### config.mk
export PLATFORM = sky130hd
export DESIGN_NAME = rv32i_alu
export DESIGN_NICKNAME = d
export VERILOG_FILES = /design/src/rtl/rv32i_alu_pkg.sv /design/src/rtl/rv32i_alu_decode.sv /design/src/rtl/rv32i_alu_datapath.sv /design/src/rtl/rv32i_alu.sv
export SDC_FILE = /design/constraint.sdc
export NUM_CORES = 1
export LEC_CHECK = 0
export BUFFER_PORTS_ARGS = -buffer_cell sky130_fd_sc_hd__buf_2
export CAP_MARGIN = 5
export CORE_ASPECT_RATIO = 0.8
export CORE_UTILIZATION = 51
export DETAILED_ROUTE_END_ITERATION = 16
export PLACE_DENSITY = 0.68
export REMOVE_ABC_BUFFERS = 1
export SLEW_MARGIN = 5
export SYNTH_ARGS = -nofsm -noshare
export SYNTH_HDL_FRONTEND = slang
export SYNTH_SLANG_ARGS = --single-unit
### constraint.sdc
create_clock -name vclk -period 6
set_clock_uncertainty 0.2 [all_clocks]
set_input_delay 0.6 -clock vclk [all_inputs]
set_output_delay 0.6 -clock vclk [all_outputs]
set_load 0.01 [all_outputs]
### src/rtl/rv32i_alu_pkg.sv
package rv32i_alu_pkg;

  typedef enum logic [2:0] {
    SEL_ADD  = 3'd0,
    SEL_SLL  = 3'd1,
    SEL_SLT  = 3'd2,
    SEL_SLTU = 3'd3,
    SEL_XOR  = 3'd4,
    SEL_SHR  = 3'd5,
    SEL_OR   = 3'd6,
    SEL_AND  = 3'd7
  } aluSel_e;

  typedef struct packed {
    aluSel_e sel;
    logic    negB;
    logic    arith;
    logic    useImm;
    logic    illegal;
  } aluCtrl_t;

  localparam logic [6:0] OPC_REG = 7'b0110011;
  localparam logic [6:0] OPC_IMM = 7'b0010011;
  localparam logic [6:0] F7_BASE = 7'b0000000;
  localparam logic [6:0] F7_ALT  = 7'b0100000;

endpackage

### src/rtl/rv32i_alu_decode.sv
module rv32i_alu_decode
  import rv32i_alu_pkg::*;
(
  input  logic [6:0] opcode,
  input  logic [2:0] funct3,
  input  logic [6:0] funct7,
  output aluCtrl_t   ctrl
);

  logic isReg;
  logic isImm;
  logic f7Base;
  logic f7Alt;

  assign isReg  = (opcode == OPC_REG);
  assign isImm  = (opcode == OPC_IMM);
  assign f7Base = (funct7 == F7_BASE);
  assign f7Alt  = (funct7 == F7_ALT);

  always_comb begin
    ctrl.sel     = aluSel_e'(funct3);
    ctrl.negB    = 1'b0;
    ctrl.arith   = 1'b0;
    ctrl.useImm  = isImm;
    ctrl.illegal = 1'b0;

    if (isReg) begin
      if (f7Alt) begin
        ctrl.negB    = (funct3 == 3'b000);
        ctrl.arith   = (funct3 == 3'b101);
        ctrl.illegal = !((funct3 == 3'b000) || (funct3 == 3'b101));
      end else if (!f7Base) begin
        ctrl.illegal = 1'b1;
      end
    end else if (isImm) begin
      unique case (funct3)
        3'b001:  ctrl.illegal = !f7Base;
        3'b101: begin
          ctrl.arith   = f7Alt;
          ctrl.illegal = !(f7Base || f7Alt);
        end
        default: ctrl.illegal = 1'b0;
      endcase
    end else begin
      ctrl.illegal = 1'b1;
    end
  end

endmodule

### src/rtl/rv32i_alu_datapath.sv
module rv32i_alu_datapath
  import rv32i_alu_pkg::*;
#(
  parameter int XLEN = 32
) (
  input  logic [XLEN-1:0] opA,
  input  logic [XLEN-1:0] opB,
  input  aluCtrl_t        ctrl,
  output logic [XLEN-1:0] result
);

  localparam int SHW = $clog2(XLEN);

  logic [XLEN-1:0] bEff;
  logic [XLEN-1:0] sum;
  logic [SHW-1:0]  shAmt;
  logic            ltSigned;
  logic            ltUnsigned;
  logic [XLEN-1:0] shRight;
  logic [XLEN-1:0] raw;

  assign bEff       = ctrl.negB ? ~opB : opB;
  assign sum        = opA + bEff + {{(XLEN-1){1'b0}}, ctrl.negB};
  assign shAmt      = opB[SHW-1:0];
  assign ltSigned   = ($signed(opA) < $signed(opB));
  assign ltUnsigned = (opA < opB);
  assign shRight    = ctrl.arith ? XLEN'($signed(opA) >>> shAmt) : (opA >> shAmt);

  always_comb begin
    unique case (ctrl.sel)
      SEL_ADD:  raw = sum;
      SEL_SLL:  raw = opA << shAmt;
      SEL_SLT:  raw = {{(XLEN-1){1'b0}}, ltSigned};
      SEL_SLTU: raw = {{(XLEN-1){1'b0}}, ltUnsigned};
      SEL_XOR:  raw = opA ^ opB;
      SEL_SHR:  raw = shRight;
      SEL_OR:   raw = opA | opB;
      SEL_AND:  raw = opA & opB;
      default:  raw = '0;
    endcase
  end

  assign result = ctrl.illegal ? '0 : raw;

endmodule

### src/rtl/rv32i_alu.sv
module rv32i_alu
  import rv32i_alu_pkg::*;
#(
  parameter int XLEN = 32
) (
  input  logic [31:0]     instWord,
  input  logic [XLEN-1:0] rs1Val,
  input  logic [XLEN-1:0] rs2Val,
  output logic [XLEN-1:0] result,
  output logic            illegal
);

  localparam int IMMW = 12;

  aluCtrl_t        ctrl;
  logic [XLEN-1:0] immExt;
  logic [XLEN-1:0] opB;
  logic            unusedRegFields;

  assign unusedRegFields = ^instWord[19:7];

  rv32i_alu_decode u_decode (
    .opcode (instWord[6:0]),
    .funct3 (instWord[14:12]),
    .funct7 (instWord[31:25]),
    .ctrl   (ctrl)
  );

  assign immExt = {{(XLEN-IMMW){instWord[31]}}, instWord[31:20]};
  assign opB    = ctrl.useImm ? immExt : rs2Val;

  rv32i_alu_datapath #(.XLEN(XLEN)) u_datapath (
    .opA    (rs1Val),
    .opB    (opB),
    .ctrl   (ctrl),
    .result (result)
  );

  assign illegal = ctrl.illegal;

endmodule

== Yosys cells after proc, flatten, opt, wreduce, memory -nomap -nowiden ==
Index checks and enable logic that the tools add are counted.
Operators by class
  equality and inequality tests: 10
  multiplexer cells: 15
  add/subtract/negate cells: 2
  bitwise logic cells: 4
  magnitude comparators: 2
  reductions and logical operators: 7
  shift-type cells: 3
Operators by type and width (count)
  $pmux 32 s8: 1
  $mux 32: 4
  $lt 32x32->1: 2
  $add 32x1->32: 1
  $add 32x32->32: 1
  $and 32x32->32: 1
  $not 32->32: 1
  $or 32x32->32: 1
  $shl 32x5->32: 1
  $shr 32x5->32: 1
  $sshr 32x5->32: 1
  $xor 32x32->32: 1
  $eq 7x6->1 const B: 2
  $eq 3x3->1 const B: 4
  $mux 1: 8
  $eq 7x5->1 const B: 1
  $logic_not 7->1: 1
  $eq 3x2->1 const B: 2
  $eq 3x1->1 const B: 1
  $logic_not 1->1: 3
  $logic_not 3->1: 1
  $logic_or 1x1->1: 2
  $mux 2: 1
  $pmux 1 s2: 1
Storage, ports and cells
  bits in registers: 0
  bits of input ports: 96
  logic and storage cells: 43

== Logic depth before layout (Yosys ltp) ==
  word-level depth: 8
  gate-level depth with buffers: 20

== By module ==
A second synthesis with hierarchy kept.
Second synthesis, totals
  cells, all modules: 1200
  area, all modules: 9017.4 um^2
Modules (own cells, without submodules)
  rv32i_alu_datapath: cells an instance 1140, area an instance 8298.0 um^2, instances 1
  rv32i_alu: cells an instance 38, area an instance 551.8 um^2, instances 1
  rv32i_alu_decode: cells an instance 22, area an instance 167.7 um^2, instances 1

== Worst setup path after synthesis ==
OpenSTA, ideal clock, no wires.
  path kind: input to output
  start: input instWord[26]
  end: output result[29]
  data required time: 5.200 ns
  stages: 15
  arrival time: 4.472 ns
  setup slack: 0.728 ns
  path through: or4_4 -> nor4_4 -> nand3_1 -> buf_1 -> xor2_1 -> ha_1 -> and4_1 -> and2_1 -> o211ai_1 -> a311o_1 -> o211a_2 -> a21oi_4 -> a21boi_0 -> mux2i_1 -> nor4_1
On the way
  word-level cells in the longest chain between the ends: 8
  elaborated cells on any way between the ends: 23
  classes of those cells: add/sub (2); eq/ne (1); mux (15); bitwise (1); reduce/logical (4)
Ends and longest elaborated chain
  start, declared: line rv32i_alu.sv:6  | input logic [31:0] instWord,
  $eq 7x6->1: line rv32i_alu_decode.sv:18  | assign f7Alt = (funct7 == F7_ALT);
  $mux 2: line rv32i_alu_decode.sv:28  | if (f7Alt) begin
  $mux 1: line rv32i_alu_decode.sv:27  | if (isReg) begin
  $mux 32: line rv32i_alu_datapath.sv:22  | assign bEff = ctrl.negB ? ~opB : opB;
  $add 32x32->32: line rv32i_alu_datapath.sv:23  | assign sum = opA + bEff + {{(XLEN-1){1'b0}}, ctrl.negB};
  $add 32x1->32: line rv32i_alu_datapath.sv:23
  $pmux 32 s8: line rv32i_alu_datapath.sv:30  | unique case (ctrl.sel)
  $mux 32 (*): line rv32i_alu_datapath.sv:43  | assign result = ctrl.illegal ? '0 : raw;
  end, declared: line rv32i_alu.sv:9  | output logic [XLEN-1:0] result,
Every way passes the cells marked *; elsewhere a longest branch is shown, timed or not.

== Worst setup path in the final report ==
  start: input instWord[2]
  end: output result[0]
On the way
  word-level cells in the longest chain between the ends: 8
  elaborated cells on any way between the ends: 23
  classes of those cells: add/sub (2); order compare (2); eq/ne (2); shift (3); mux (10); bitwise (4)
Ends and longest elaborated chain
  $eq 7x5->1: line rv32i_alu_decode.sv:16  | assign isImm = (opcode == OPC_IMM);
  $mux 32: line rv32i_alu.sv:30  | assign opB = ctrl.useImm ? immExt : rs2Val;
  $not 32->32: line rv32i_alu_datapath.sv:22
  $mux 32: line rv32i_alu_datapath.sv:22
  $add 32x32->32: line rv32i_alu_datapath.sv:23
  $add 32x1->32: line rv32i_alu_datapath.sv:23
  $pmux 32 s8: line rv32i_alu_datapath.sv:30
  $mux 32 (*): line rv32i_alu_datapath.sv:43
Marked as above.

==> summary.txt <==
Pwr
  • Sw frac: 0.660
  • P_leak: 4.31 nW
  • Tot Pwr: 0.000851 W
  • Clock network power share: 0
  • Internal power: 0.000289 W
  • Maximum VDD drop: 59.1 µV
  • Combinational power share: 1.000
  • Flop pwr share: 0
  • Pwr dens: 87.0 mW/mm²
  • P_sw: 0.000562 W

Logic synthesis
  • Synth cell types: 86
  • Synth Cell Area: 0.00893 mm²
  • Yosys Warn Count: 0
  • Sequential fraction of the synthesis area: 0
  • Mapped Avg Cell Area: 6.42 µm²
  • Post-Syn Instances: 1392

Flow run
  • Max cap viols: 0

STA
  • Actual slew at the worst max-slew pin: 1.22 ns
  • Final Cycle Share: 0.993
  • Setup Total Neg Slack: 0 ns
  • Final min period: 5.96 ns
  • Final setup violation count: 0
  • Fin. Hold Viols: 0
  • Max Freq: 168 MHz
  • Max_slew headroom: 0.184
  • Max-slew violations: 0
  • RSZ-0062 raised after global routing: false

Floorplan
  • Die Y: 120 µm
  • Horiz. Die Dim: 150 µm
  • Starting density of the core: 0.531
  • Core area: 0.0168 mm²
  • I/O pin total: 129
  • Num rows: 42
  • DIE AREA: 0.0180 mm²

Clock tree
  • Postcts setup bufs: 0

Setup path
  • Cell family with most CP delay: simple AND/OR/NAND/NOR gates
  • Critical-path cell list: buf_2 > and4bb_1 > nand2_1 > buf_4 > a21oi_1 > ha_1 > or4_1 > or3_1 > nor2_1 > o2111a_1 > o21ai_0 > a31oi_1 > a211oi_1 > xnor2_1 > a221o_1 > buf_2
  • Worst setup EP type: primary output
  • Critical path depth in cells: 16
  • Setup CP Type: input port to primary output
  • Critical path arrival: 5.16 ns
  • Worst-path maximum fanout: 6
  • Worst path required time: 5.20 ns
  • CP Buf/Inv Count: 3
  • CP Launch Type: input port
  • Most used cell, CP: buf_2
  • Crit path largest cell delay: 0.43 ns
  • Slowest cell on the critical path: or4_1

Global routing
  • Initial antenna violation count: 1
  • GRT Resource Usage Total: 0.480
  • Vias in the first global route: 10500
  • Pin count of the biggest net entering global routing: 79
  • GRT Residual Overflow: 0
  • First-pass GRT wire length: 64.9 mm

Route
  • Vias/cell: 7.20
  • Post-DRT Antenna Nets: 0
  • Initial DRC count: 1813
  • DR pass1 iterations: 10
  • DR DRC count: 0
  • WL per Instance: 26.3 µm
  • Final wirelength: 44.2 mm
  • Vias: 12100

Finish
  • Area growth syn-to-layout: 9.54%
  • Reg area: 0 µm²
  • Post-layout net count: 1666
  • Most frequent cells in the layout: 169 x a21oi_1, 133 x nand2_1, 123 x o21ai_0, 119 x buf_2, 109 x ha_1
  • Antenna diodes: 0
  • Seq_cells: 0
  • # clk buffers: 0
  • Layout cells sized above 1: 0.152
  • Most common cell after layout, fill and taps aside: a21oi_1

Worst hold path
  • Hold depth: 4
  • Hold crit path type: input port to primary output

Place
  • Hpwl dp: 33.9 mm
  • Port Buffer Count: 119
  • GPL Wtd Cong: 1.11

Outcome
  • Status: complete, no violations
==> power by group through the flow <==
| stage | Sequential (W) | Combinational, W | Clock [W] |
|---|---|---|---|
| floorplan | 0 | 0.000504 | 0 |
| global placement | 0 | 0.000790 | 0 |
| detailed placement | 0 | 0.000798 | 0 |
| CTS | 0 | 0.000803 | 0 |
| global route | 0 | 0.000899 | 0 |
| finish | 0 | 0.000851 | 0 |
==> final timing paths <==
check / startpoint / end / slack [ns]
min: rs1Val[31] / result[31] / 1.63
max: instWord[2] / result[0] / 0.04
==> tightest hold or removal path, stage by stage <==
cell	delay, ns
buf_2	0.22
a21oi_1	0.19
a211oi_1	0.08
buf_2	0.13
==> cell families after synthesis <==
kind of cell,count (synthesis),synth area share
AO/OA/AOI/OAI,561,0.406
AND/OR/NAND/NOR,437,0.230
buffers and inverters,165,0.0766
adder cells (fa/ha/maj),110,0.155
multiplexers,62,0.0765
XOR/XNOR,57,0.0559
==> stage by stage <==
| stage | utilization | setup WS (ns) | cells | instance area, µm² | hold slack, ns |
|---|---|---|---|---|---|
| after floorplan | - | -0.959 | 1286 | 8470 | 1.21 |
| after global placement | 0.581 | 0.159 | 1678 | 9760 | 1.59 |
| after detailed placement | 0.581 | 0.0958 | 1678 | 9760 | 1.60 |
| after CTS | 0.581 | 0.0809 | 1678 | 9760 | 1.60 |
| after global routing | 0.582 | 0.00387 | 1678 | 9780 | 1.63 |
| final | 0.582 | 0.0429 | 1678 | 9780 | 1.63 |
==> layout make-up <==
type / instances / area [µm²]
fill: 1716 / 7030
inverter: 59 / 221
multi-input combinational: 1227 / 8280
tap: 220 / 275
timing repair buffer: 172 / 1010
==> synth_stat cells, drive strengths merged, types with 8 or more instances <==
library cell | number | area [µm²]
nand2b | 28 | 175
xor2 | 27 | 236
mux2i | 49 | 503
o2111ai | 8 | 70.1
nor3 | 72 | 360
clkbuf | 59 | 221
a311oi | 9 | 78.8
and2 | 14 | 87.6
a21oi | 170 | 862
a31oi | 31 | 194
ha | 109 | 1360
mux2 | 10 | 113
nand3 | 41 | 205
nor2 | 104 | 393
a211oi | 44 | 330
o211ai | 16 | 120
a211o | 8 | 70.1
xnor2 | 30 | 263
nand2 | 133 | 499
o21ai | 132 | 668
a221oi | 22 | 205
buf | 47 | 241
a21o | 28 | 210
and3 | 12 | 75.1
inv | 58 | 218
==> routing by layer <==
layer	part of all wire	vias to the layer above	track usage
met1	0.41	5521	0.691
met3	0.17	148	0.158
met5	0	-	0
met2	0.38	1048	0.660
met4	0.039	0	0.145
li1	-	5359	-
==> repair_timing <==
action | in CTS | in global routing
gates resized for setup | 0 | 6
endpoints found under the setup margin | 0 | 6
hold buffers | 0 | 0
Power figures use the tool's default switching activity.
